**src/rtl/dbk_pkg.sv**
```systemverilog
package dbk_pkg;
    typedef enum logic [2:0] {
        ST_IDLE  = 3'd0,
        ST_PULSE = 3'd1,
        ST_GAP   = 3'd2,
        ST_HOLD  = 3'd3,
        ST_WRITE = 3'd4
    } dbk_state_e;

    localparam int WORD_W = 32;
    localparam int HALF_W = 16;
endpackage

```
**src/rtl/dbk_change_det.sv**
```systemverilog
module dbk_change_det #(
    parameter int NCH = 16
) (
    input  logic           clk,
    input  logic           rst_n,
    input  logic [NCH-1:0] irq_in,
    input  logic [NCH-1:0] own_mask,
    input  logic           clr,
    output logic           pend
);
    typedef struct packed {
        logic [NCH-1:0] prev;
        logic           pend;
    } det_t;

    det_t q, d;
    logic [NCH-1:0] lvl;
    logic           chg;

    always_comb begin
        lvl    = irq_in & own_mask;
        chg    = |(lvl ^ q.prev);
        d      = q;
        d.prev = lvl;
        d.pend = (q.pend && !clr) || chg;
    end

    always_ff @(posedge clk or negedge rst_n) begin
        if (!rst_n) q <= '0;
        else        q <= d;
    end

    assign pend = q.pend;

    // a pending change survives until a snapshot consumes it
    a_r7_pend_kept: assert property (@(posedge clk) disable iff (!rst_n)
        (q.pend && !clr) |=> q.pend);
endmodule

```
**src/rtl/dbk_seq.sv**
```systemverilog
module dbk_seq
    import dbk_pkg::*;
#(
    parameter int NCH    = 16,
    parameter int ADDR_W = 32
) (
    input  logic              clk,
    input  logic              rst_n,
    input  logic              pend,
    input  logic              gnt_n,
    input  logic              wr_ready,
    input  logic [NCH-1:0]    irq_in,
    input  logic [NCH-1:0]    own_mask,
    input  logic [ADDR_W-1:0] dbk_addr,
    output logic              take,
    output logic              req_n,
    output logic              wr_valid,
    output logic [ADDR_W-1:0] wr_addr,
    output logic [WORD_W-1:0] wr_data
);
    typedef struct packed {
        dbk_state_e        st;
        logic [WORD_W-1:0] word;
        logic [ADDR_W-1:0] addr;
    } seq_t;

    seq_t q, d;
    logic [WORD_W-1:0] word_now;

    always_comb begin
        word_now = '0;
        word_now[WORD_W-1:HALF_W] = '1;
        for (int i = 0; i < NCH; i++) begin
            word_now[i]          = irq_in[i] & own_mask[i];
            word_now[HALF_W + i] = ~own_mask[i];
        end
    end

    always_comb begin
        d    = q;
        take = 1'b0;
        case (q.st)
            ST_IDLE:  if (pend) d.st = ST_PULSE;
            ST_PULSE: d.st = ST_GAP;
            ST_GAP:   d.st = ST_HOLD;
            ST_HOLD: begin
                if (!gnt_n) begin
                    take   = 1'b1;
                    d.st   = ST_WRITE;
                    d.word = word_now;
                    d.addr = dbk_addr;
                end
            end
            ST_WRITE: if (wr_ready) d.st = ST_IDLE;
            default:  d.st = ST_IDLE;
        endcase
    end

    always_ff @(posedge clk or negedge rst_n) begin
        if (!rst_n) q <= '{st: ST_IDLE, word: '0, addr: '0};
        else        q <= d;
    end

    assign req_n    = !(q.st == ST_PULSE || q.st == ST_HOLD || q.st == ST_WRITE);
    assign wr_valid = (q.st == ST_WRITE);
    assign wr_addr  = q.addr;
    assign wr_data  = q.word;

    // the one-clock pulse is always followed by a released clock
    a_r2_gap: assert property (@(posedge clk) disable iff (!rst_n)
        (q.st == ST_PULSE) |=> req_n);
    // request stays low for the whole write
    a_r3_req_during_write: assert property (@(posedge clk) disable iff (!rst_n)
        wr_valid |-> !req_n);
    // beat stays stable while stalled
    a_r3_beat_stable: assert property (@(posedge clk) disable iff (!rst_n)
        (wr_valid && !wr_ready) |=> (wr_valid && $stable(wr_addr) && $stable(wr_data)));
    // a level bit may be set only where the enable is active
    a_r5_level_needs_enable: assert property (@(posedge clk) disable iff (!rst_n)
        wr_valid |-> ((wr_data[HALF_W-1:0] & wr_data[WORD_W-1:HALF_W]) == '0));
    // a write only ever follows a held request
    a_r8_write_after_hold: assert property (@(posedge clk) disable iff (!rst_n)
        $rose(wr_valid) |-> $past(q.st == ST_HOLD));
endmodule

```
**src/rtl/irq_dbk_gen.sv**
```systemverilog
module irq_dbk_gen #(
    parameter int NCH    = 16,
    parameter int ADDR_W = 32
) (
    input  logic              clk,
    input  logic              rst_n,
    input  logic [NCH-1:0]    irq_in,
    input  logic [NCH-1:0]    own_mask,
    input  logic [ADDR_W-1:0] dbk_addr,
    input  logic              gnt_n,
    input  logic              wr_ready,
    output logic              req_n,
    output logic              wr_valid,
    output logic [ADDR_W-1:0] wr_addr,
    output logic [31:0]       wr_data
);
    logic pend;
    logic take;

    dbk_change_det #(.NCH(NCH)) u_det (
        .clk      (clk),
        .rst_n    (rst_n),
        .irq_in   (irq_in),
        .own_mask (own_mask),
        .clr      (take),
        .pend     (pend)
    );

    dbk_seq #(.NCH(NCH), .ADDR_W(ADDR_W)) u_seq (
        .clk      (clk),
        .rst_n    (rst_n),
        .pend     (pend),
        .gnt_n    (gnt_n),
        .wr_ready (wr_ready),
        .irq_in   (irq_in),
        .own_mask (own_mask),
        .dbk_addr (dbk_addr),
        .take     (take),
        .req_n    (req_n),
        .wr_valid (wr_valid),
        .wr_addr  (wr_addr),
        .wr_data  (wr_data)
    );

    // no write can be under way in the first cycle after reset
    a_r1_quiet_after_reset: assert property (@(posedge clk) disable iff (!rst_n)
        $rose(rst_n) |-> (req_n && !wr_valid));
endmodule

```
**config.mk**
```make
export PLATFORM = sky130hd
export DESIGN_NAME = irq_dbk_gen
export DESIGN_NICKNAME = d
export VERILOG_FILES = /design/src/rtl/dbk_pkg.sv /design/src/rtl/dbk_change_det.sv /design/src/rtl/dbk_seq.sv /design/src/rtl/irq_dbk_gen.sv
export SDC_FILE = /design/constraint.sdc
export NUM_CORES = 1
export LEC_CHECK = 0
export BUFFER_PORTS_ARGS = -buffer_cell sky130_fd_sc_hd__buf_4
export CORE_ASPECT_RATIO = 0.9
export CORE_MARGIN = 2
export CORE_UTILIZATION = 50
export DETAILED_ROUTE_END_ITERATION = 7
export PLACE_DENSITY = 0.82
export SYNTH_ARGS = -nofsm -noshare
export SYNTH_HDL_FRONTEND = slang
export SYNTH_SLANG_ARGS = --single-unit
```
**constraint.sdc**
```tcl
create_clock -name clk -period 2.2 [get_ports clk]
set_input_delay 0.11 -clock clk [delete_from_list [all_inputs] [get_ports clk]]
set_output_delay 0.11 -clock clk [all_outputs]
set_load 0.02 [all_outputs]
```
==> results of run 1 <==
[flip-flops by register name (all words and copies together), names as in the netlist]
signal         count
u_seq.wr_data     32
u_seq.q            3
u_seq.wr_addr     32
u_det.pend         1
u_det.q           16
[critical path: cells and delay by family (launching register included)]
kind	cells	cell delay [ps]
buf+inv	1	240
flops	1	410
mux	1	350
simple gates	2	420
[metal layers]
metal  vias to the layer above  routed length (µm)
met2                       111                3870
met5                         -                   0
met3                        13                 643
li1                       1238                   -
met1                      1267                3300
met4                         0                 107
[worst paths after layout]
| path | from | depth (start not counted) | slack [ps] | to |
|---|---|---|---|---|
| max in group asynchronous | rst_n | 3 | 1100 | u_seq.wr_data[20]$_DFFE_PN0P_ |
| worst max register to register | u_seq.q[64]$_DFFE_PN0P_ | 4 | 600 | u_seq.wr_data[14]$_DFFE_PN0P_ |
| worst max-delay path | u_seq.q[64]$_DFFE_PN0P_ | 4 | 600 | u_seq.wr_data[14]$_DFFE_PN0P_ |
| worst min register to register | u_seq.wr_data[31]$_DFFE_PN0P_ | 2 | 490 | u_seq.wr_data[31]$_DFFE_PN0P_ |
| min in group asynchronous | rst_n | 2 | 410 | u_seq.wr_addr[3]$_DFFE_PN0P_ |
| worst min-delay path | irq_in[14] | 2 | 10 | u_det.q[15]$_DFF_PN0_ |
[metrics by stage]
stage | total power (µW) | std cells | util | setup slack, ps | area, µm²
2_1_floorplan | 5160 | 317 | - | 723 | 3890
3_3_place_gp | 5460 | 475 | 0.591 | 670 | 4460
3_5_place_dp | 5560 | 475 | 0.591 | 636 | 4460
4_1_cts | 6810 | 546 | 0.691 | 620 | 5210
5_1_grt | 7150 | 546 | 0.691 | 548 | 5210
6_report | 6770 | 546 | 0.691 | 605 | 5210
[cell families after synthesis]
kind of cell / Yosys count / synth area share
DFF: 84 / 0.541
buffers and inverters: 84 / 0.162
and+or+nand+nor: 62 / 0.0737
muxes: 40 / 0.154
AOI/OAI and AO/OA: 39 / 0.0515
xor gates and xnor gates: 8 / 0.0180
[power by group through the flow]
| stage | Clock, µW | Combinational (µW) | Sequential [µW] |
|---|---|---|---|
| final | 1150 | 3100 | 2530 |
| after global routing | 1260 | 3290 | 2600 |
| after detailed placement | 0 | 3030 | 2530 |
| after global placement | 0 | 2940 | 2520 |
| after floorplan | 0 | 2740 | 2410 |
| after CTS | 1180 | 3110 | 2520 |
[cell usage in the layout, fill, tap and decap left out, drive strengths merged, types with 2 or more instances in the layout]
cell type      n
nor2           5
dlygate4sd3   55
nand2         35
a21oi         10
o22ai          4
clkbuf         9
nor4           3
inv           14
o21ai         25
clkinv         2
dfrtp         84
buf          136
xnor2          8
and3           8
mux2          40
and2           8
[final cells by class]
class	instances	area, µm²	area share
Sequential cell	84	2100	0.403
Multi-Input combinational cell	149	1160	0.223
Inverter	10	37.5	0.00720
Clock inverter	7	81.3	0.0156
Clock buffer	9	124	0.0238
Tap cell	96	120	0.0230
Timing Repair Buffer	191	1580	0.304
[repair_timing]
item                       in CTS  in global routing
setup endpoints to repair       0                  0
hold endpoints to repair      116                  0
hold buffers                   55                  0
==> metrics.md, run 1 <==
| Metric | Value |
|---|---|
| Leading area contributor after synthesis | `dfrtp_1` |
| CTS tree | `done` |
| Area Overhead vs Synth | `34.1%` |
| Final Slew Violations | `0` |
| Gr usage total | `0.194` |
| Met1 usage in global routing | `0.237` |
| Switching Fraction | `0.365` |
| Max-cap viol count | `0` |
| Clock latency on the worst-skew pair | `350 ps` |
| Power per cell area | `1300 mW/mm²` |
| DRT antenna net count | `0` |
| Drt total wl | `7920 µm` |
| Busiest layer in global routing | `met2` |
| Synth top area share | `0.541` |
| Total iterations of the first detailed-routing run | `4` |
| Area of the die | `0.00850 mm²` |
| Placer Congestion | `0.833` |
| Unrepaired setup endpoints after global routing | `no` |
| Least-Margin Pin Slew | `792 ps` |
| Setup TNS Final | `0 ps` |
| NetSw | `2470 µW` |
| Distinct cells, synth | `20` |
| Max Buffers Root-to-Sink | `2` |
| Count of final hold-check violations | `0` |
| Crit. End Element | `flop` |
| Max H-tree Level | `3` |
| Met2 Track Usage GR | `0.330` |
| Die X | `96.9 µm` |
| Mapped cell area | `0.00389 mm²` |
| # DRC | `0` |
| Antenna violations before repair | `0` |
| Yosys warns | `0` |
| Top cells by count, synth | `dfrtp_1 (84), buf_4 (64), mux2_4 (40)` |
| DRT iter0 DRCs | `69` |
| Resized cells post-CTS | `0` |
| Clock skew | `10.3 ps` |
| Rows | `30` |
| Most used flip-flop cell after synthesis | `dfrtp_1` |
| Buffers on Ports | `133` |
| Worst Hold Class | `primary input to flop` |
| Clk pwr share | `0.169` |
| Register area share after synthesis | `0.541` |
| Final setup viols | `0` |
| Crit path time final | `1600 ps` |
| Crit Path Max Fanout | `90` |
| First-pass GRT wire length | `13,300 µm` |
| Leakage power | `0.00273 µW` |
| Slew margin rel. | `0.472` |
| Post-CTS setup buffers | `0` |
| CP startpoint kind | `flop` |
| Clk slew on worst S/H paths | `90 ps` |
| Int Pwr | `4300 µW` |
| DR vias/cell | `4.82` |
| Peak supply drop | `659 µV` |
| Status | `finished, final reports clean` |
| Fin crit share | `0.725` |
| CP Cell Sequence | `nand2_1, or3_4, buf_12, mux2_4` |
| Num ports | `134` |
| Filler instances | `521` |
| Crit path DAT | `1830 ps` |
| Post-Syn Instances | `317` |
| Ranking of synthesized cells by area | `dfrtp_1 (54%), mux2_4 (15%), buf_4 (12%)` |
| Sequential power share | `0.373` |
| Critical path class | `flop to flop` |
| Ys async rst share | `1.00` |
| DR WL/cell | `14.5 µm` |
| Mapped Nets | `385` |
| Die Ht | `87.7 µm` |
| Syn avg cell area | `12.3 µm²` |
| Final hold slack | `13.4 ps` |
| Hpwl dp | `5060 µm` |
| EDFF count, synth | `0` |
| Ant. Diodes | `0` |
| Global route overflow | `0` |
| Fmax | `0.627 GHz` |
| Slowest cell delay on critical path | `410 ps` |
| CTS Sinks | `84` |
| Nets | `513` |
| Critical Path RT | `2440 ps` |
| Via count | `2,629` |
| TritonCTS Buffers | `9` |
| Flops & latches, synth | `84` |
| Combinational power share | `0.457` |
| Fraction of layout cells with a size suffix above 1 | `0.429` |
| Initial Util | `0.515` |
| Vias in the first global route | `2,777` |
| CTS root buffer | `clkbuf_8` |
| Largest net degree at the start of global routing | `91` |
| Core area | `0.00754 mm²` |
| Crit path max-delay cell type | `dfrtp_1` |
| Routing usage on met3 | `0.0654` |
| Count leader, synth | `dfrtp_1` |
Note: power is estimated with default switching activity, not from simulation.
==> inputs of run 2 (changes only) <==
ABC_AREA = 1   (was unset)
clock period = 1.7 ns   (was 2.2 ns; I/O delays follow)
==> metrics.md, run 2 <==
| Metric | Value |
|---|---|
| Setup TNS Final | `0 ps` |
| Final setup viols | `0` |
| Power per cell area | `1650 mW/mm²` |
| Die X | `97.5 µm` |
| Post-Syn Instances | `375` |
| Hpwl dp | `5690 µm` |
| Max H-tree Level | `3` |
| DRT iter0 DRCs | `93` |
| CTS Sinks | `84` |
| Critical Path RT | `1940 ps` |
| Mapped Nets | `443` |
| Fmax | `0.682 GHz` |
| Fraction of layout cells with a size suffix above 1 | `0.365` |
| Leading area contributor after synthesis | `dfrtp_1` |
| Antenna violations before repair | `0` |
| Vias in the first global route | `2,963` |
| Leakage power | `0.00293 µW` |
| Slew margin rel. | `0.662` |
| Ranking of synthesized cells by area | `dfrtp_1 (53%), buf_4 (12%), mux2_4 (12%)` |
| CP startpoint kind | `flop` |
| Gr usage total | `0.206` |
| Yosys warns | `0` |
| Status | `finished, final reports clean` |
| Most used flip-flop cell after synthesis | `dfrtp_1` |
| Peak supply drop | `750 µV` |
| Core area | `0.00758 mm²` |
| TritonCTS Buffers | `9` |
| Initial Util | `0.518` |
| Synth top area share | `0.535` |
| Syn avg cell area | `10.5 µm²` |
| Synth Area in XOR/XNOR | `0.00446` |
| Max-cap viol count | `0` |
| Clock latency on the worst-skew pair | `350 ps` |
| Most frequent cells in the layout | `buf_4 (136), nand2_1 (87), dfrtp_1 (84)` |
| Num ports | `134` |
| Top cells by count, synth | `nand2_1 (87), dfrtp_1 (84), buf_4 (64)` |
| Mux share of post-synthesis cell area | `0.122` |
| Max Buffers Root-to-Sink | `2` |
| Distinct cells, synth | `18` |
| DRT antenna net count | `0` |
| Rows | `30` |
| Commonest non-fill, non-tap cell in the layout | `buf_4` |
| First-pass GRT wire length | `13,900 µm` |
| CTS tree | `done` |
| Count leader, synth | `nand2_1` |
| Die Ht | `88.1 µm` |
| EDFF count, synth | `0` |
| Post-layout util | `0.718` |
| Post-Synth Adder-Cell Area | `0` |
| Final Slew Violations | `0` |
| Total iterations of the first detailed-routing run | `4` |
| Synth Area in Simple Gates | `0.120` |
| Least-Margin Pin Slew | `507 ps` |
| DR vias/cell | `4.70` |
| Global route overflow | `0` |
| Drt total wl | `8550 µm` |
| Reg2Reg Depth | `5` |
| Compound-Gate Fraction of Synth Area | `0.0452` |
| Via count | `2,899` |
| Flops & latches, synth | `84` |
| Ant. Diodes | `0` |
| Count of final hold-check violations | `0` |
| Worst Hold Class | `primary input to flop` |
| Crit. End Element | `flop` |
| Clk slew on worst S/H paths | `80 ps` |
| Placer Congestion | `0.770` |
| Largest net degree at the start of global routing | `52` |
| Resized cells post-CTS | `0` |
| Area Overhead vs Synth | `38.4%` |
| # DRC | `0` |
| Crit path DAT | `1700 ps` |
| Worst hold path stage count | `4` |
| CTS root buffer | `clkbuf_8` |
| Main combinational cell family by area after synthesis | `buffers and inverters` |
| Ys async rst share | `1.00` |
| Fin crit share | `0.862` |
| Buffers on Ports | `133` |
| Critical path class | `flop to flop` |
| Unrepaired setup endpoints after global routing | `no` |
| DR WL/cell | `13.9 µm` |
| Register area share after synthesis | `0.535` |
| Crit Path Max Fanout | `25` |
| Crit path time final | `1470 ps` |
| Nets | `584` |
| Clock skew | `10.2 ps` |
| Area of the die | `0.00859 mm²` |
| Mapped cell area | `0.00393 mm²` |
run 2: cell count changes after synthesis, moves of 4 or more:
cell and delta:
inv_1 +22, nand3_1 +13, mux2_4 -8, and3_1 -8, a21oi_1 -10, and2_1 -8
o21ai_0 +6, xnor2_1 -8, buf_6 +5, buf_12 -4, nand2_1 +52, nor2_1 +5
o22ai_1 -4
run 2: area by class of cell:
cell class	instances	area, µm²
clock buffer	10	138
clock inverter	6	95.1
fill	551	2140
inverter	32	120
multi-input combinational	185	1150
sequential	84	2100
tap	96	120
timing repair buffer	204	1720
run 2: what timing repair did:
action | in CTS | in global routing
endpoints found under the hold margin | 101 | 0
buffers inserted | 0 | 0
hold buffers | 66 | 0
run 2: cell families after synthesis:
| family | count (synthesis) |
|---|---|
| AO/OA/AOI/OAI | 35 |
| XOR/XNOR | 2 |
| AND/OR/NAND/NOR | 116 |
| flip-flops | 84 |
| buffers and inverters | 106 |
| multiplexers | 32 |
run 2: where the power goes:
| part | internal, µW | total, µW | switching (µW) |
|---|---|---|---|
| combinational | 2030 | 4050 | 2020 |
| clock | 883 | 1620 | 736 |
| sequential | 2800 | 3310 | 512 |
| total | 5700 | 8980 | 3270 |
run 2: metal layers:
metal  global-route usage  share of wire
met1                0.240           0.40
met2                0.377           0.53
met3               0.0471          0.044
met4               0.0745          0.017
met5                    0              0
run 2: path summary, 6_finish.rpt:
| path | from | end | slack (ps) |
|---|---|---|---|
| setup / recovery | u_seq.q[65]$_DFFE_PN0P_ | u_seq.wr_addr[20]$_DFFE_PN0P_ | 230 |
| hold / removal | wr_ready | u_seq.q[66]$_DFFE_PN0P_ | 20 |
| setup reg to reg | u_seq.q[65]$_DFFE_PN0P_ | u_seq.wr_addr[20]$_DFFE_PN0P_ | 230 |
| hold reg to reg | u_seq.wr_data[11]$_DFFE_PN0P_ | u_seq.wr_data[11]$_DFFE_PN0P_ | 500 |
| max in group asynchronous | rst_n | u_seq.q[66]$_DFFE_PN0P_ | 880 |
| min in group asynchronous | rst_n | u_seq.wr_addr[30]$_DFFE_PN0P_ | 230 |
run 2: critical path, cell delays in order, from the launching register on:
cell	delay (ps)
dfrtp_1	440
nand2_1	100
nor2_2	50
nand2_4	70
buf_4	340
mux2_4	340
run 2: per-stage QoR:
step | worst slack [ps] | hold WS (ps) | std cells | cell area (µm²) | total power, µW
6_report | 234 | 24.4 | 617 | 5440 | 8980
5_1_grt | 151 | 43.3 | 617 | 5440 | 9480
4_1_cts | 240 | 8.68 | 617 | 5440 | 9010
3_5_place_dp | 247 | 89.4 | 535 | 4550 | 7250
3_3_place_gp | 291 | 81.2 | 535 | 4550 | 7090
2_1_floorplan | 306 | -211 | 375 | 3930 | 6610
==> inputs of run 3 (changes only) <==
REMOVE_ABC_BUFFERS = 1   (was unset)
SLEW_MARGIN = 10   (was unset)
==> metrics.md, run 3 (synthesis results as in run 2) <==
| Metric | Value |
|---|---|
| Total iterations of the first detailed-routing run | `4` |
| First-pass GRT wire length | `14,100 µm` |
| Max-cap viol count | `0` |
| Final setup viols | `0` |
| Crit Path Max Fanout | `37` |
| Largest net degree at the start of global routing | `40` |
| CP Cell Sequence | `nand2_1, nor2_2, nand2_4, buf_4, mux2_4` |
| DP Area | `0.00454 mm²` |
| Vias in the first global route | `2,971` |
| Rows | `30` |
| Final instance area | `0.00541 mm²` |
| Placer Congestion | `0.770` |
| Reg2Reg Depth | `5` |
| Die Ht | `88.1 µm` |
| Worst hold path stage count | `4` |
| Cts hold-fix bufs | `67` |
| CP startpoint kind | `flop` |
| Clk slew on worst S/H paths | `80 ps` |
| Power per cell area | `1620 mW/mm²` |
| Crit. End Element | `flop` |
| Least-Margin Pin Slew | `509 ps` |
| Via count | `2,862` |
| Peak supply drop | `994 µV` |
| DR WL/cell | `14.1 µm` |
| Global route overflow | `0` |
| # DRC | `0` |
| Worst setup margin | `151 ps` |
| Post-Place Worst Slack | `151 ps` |
| Drt total wl | `8690 µm` |
| Count of final hold-check violations | `0` |
| Critical Path RT | `1940 ps` |
| Resized cells post-CTS | `0` |
| Num ports | `134` |
| Non-filler cells, final | `618` |
| TritonCTS Buffers | `9` |
| Max H-tree Level | `3` |
| Fmax | `0.645 GHz` |
| Placed cells | `535` |
| DR vias/cell | `4.63` |
| Setup crit start | `u_seq.q[65]$_DFFE_PN0P_` |
| Area of the die | `0.00859 mm²` |
| Crit path DAT | `1780 ps` |
| Most frequent cells in the layout | `buf_4 (137), nand2_1 (87), dfrtp_1 (84)` |
| DRT antenna net count | `0` |
| Worst Hold Class | `primary input to flop` |
| Fin crit share | `0.911` |
| Critical path class | `flop to flop` |
| CTS tree | `done` |
| Status | `finished, final reports clean` |
| Hpwl dp | `5470 µm` |
| Max Buffers Root-to-Sink | `2` |
| Fraction of layout cells with a size suffix above 1 | `0.364` |
| Die X | `97.5 µm` |
| Leakage power | `0.00291 µW` |
| DRT iter0 DRCs | `93` |
| CTS root buffer | `clkbuf_8` |
| Buffers on Ports | `133` |
| Initial Util | `0.518` |
| Post-CTS setup buffers | `0` |
| R2R Path End | `u_seq.wr_addr[16]$_DFFE_PN0P_` |
| Clock latency on the worst-skew pair | `360 ps` |
| Ant. Diodes | `0` |
| Worst R2R Setup Slack | `150 ps` |
| Final hold slack | `18.1 ps` |
| Core area | `0.00758 mm²` |
| Unrepaired setup endpoints after global routing | `no` |
| Crit path max-delay cell type | `dfrtp_1` |
| Commonest non-fill, non-tap cell in the layout | `buf_4` |
| Antenna violations before repair | `0` |
| FF-to-FF Start | `u_seq.q[65]$_DFFE_PN0P_` |
| CTS Sinks | `84` |
| Final Slew Violations | `0` |
| Slew margin rel. | `0.661` |
| Gr usage total | `0.208` |
| Clock skew | `14.6 ps` |
| Slowest cell delay on critical path | `430 ps` |
| Critical Path End | `u_seq.wr_addr[16]$_DFFE_PN0P_` |
| Setup TNS Final | `0 ps` |
| Nets | `585` |
| Crit path time final | `1550 ps` |
| Area Overhead vs Synth | `37.7%` |
==> run 3: changes by cell type in the layout (fill, tap and decap cells not counted) <==
cell,delta
clkbuf_8,-1
bufinv_16,-1
buf_12,-1
clkinvlp_4,+2
inv_6,+1
clkinv_4,-1
dlygate4sd3_1,+1
buf_4,+1
==> run 3: final cells by class <==
type	count	area, µm²
clock buffer	9	124
clock inverter	7	80.1
fill	531	2170
inverter	32	120
multi-input combinational	185	1150
sequential	84	2100
tap	96	120
timing repair buffer	205	1720
==> run 3: worst min-delay path by stage <==
stage	start	to	slack, ps
global route	wr_ready	u_seq.q[66]$_DFFE_PN0P_	40
global placement	rst_n	u_seq.wr_data[0]$_DFFE_PN0P_	-20
CTS	wr_ready	u_seq.q[66]$_DFFE_PN0P_	8
detailed placement	rst_n	u_seq.wr_addr[17]$_DFFE_PN0P_	-10
finish	wr_ready	u_seq.q[66]$_DFFE_PN0P_	20
floorplan	rst_n	u_det.pend$_DFF_PN0_	-210
==> run 3: critical path: cells and delay by family, from the launching register on <==
kind | cells | cell delay (ps)
buffers and inverters | 1 | 430
muxes | 1 | 350
DFF | 1 | 430
and+or+nand+nor | 3 | 210
==> run 3: where the power goes <==
group / switching (µW) / total, µW / internal (µW)
registers: 503 / 3300 / 2790
logic: 2020 / 4030 / 2010
clock network: 757 / 1450 / 697
total: 3280 / 8780 / 5500
==> run 3: layer usage <==
metal | global-route usage | vias up | wire length [µm]
li1 | - | 1403 | -
met1 | 0.241 | 1347 | 3460
met2 | 0.382 | 98 | 4600
met3 | 0.0575 | 14 | 507
met4 | 0.0631 | 0 | 127
met5 | 0 | - | 0
==> run 3: stage by stage <==
step | util | power (µW)
after global placement | 0.598 | 7070
after global routing | 0.714 | 9300
after floorplan | - | 5490
after detailed placement | 0.598 | 7210
after CTS | 0.714 | 8810
final | 0.714 | 8780
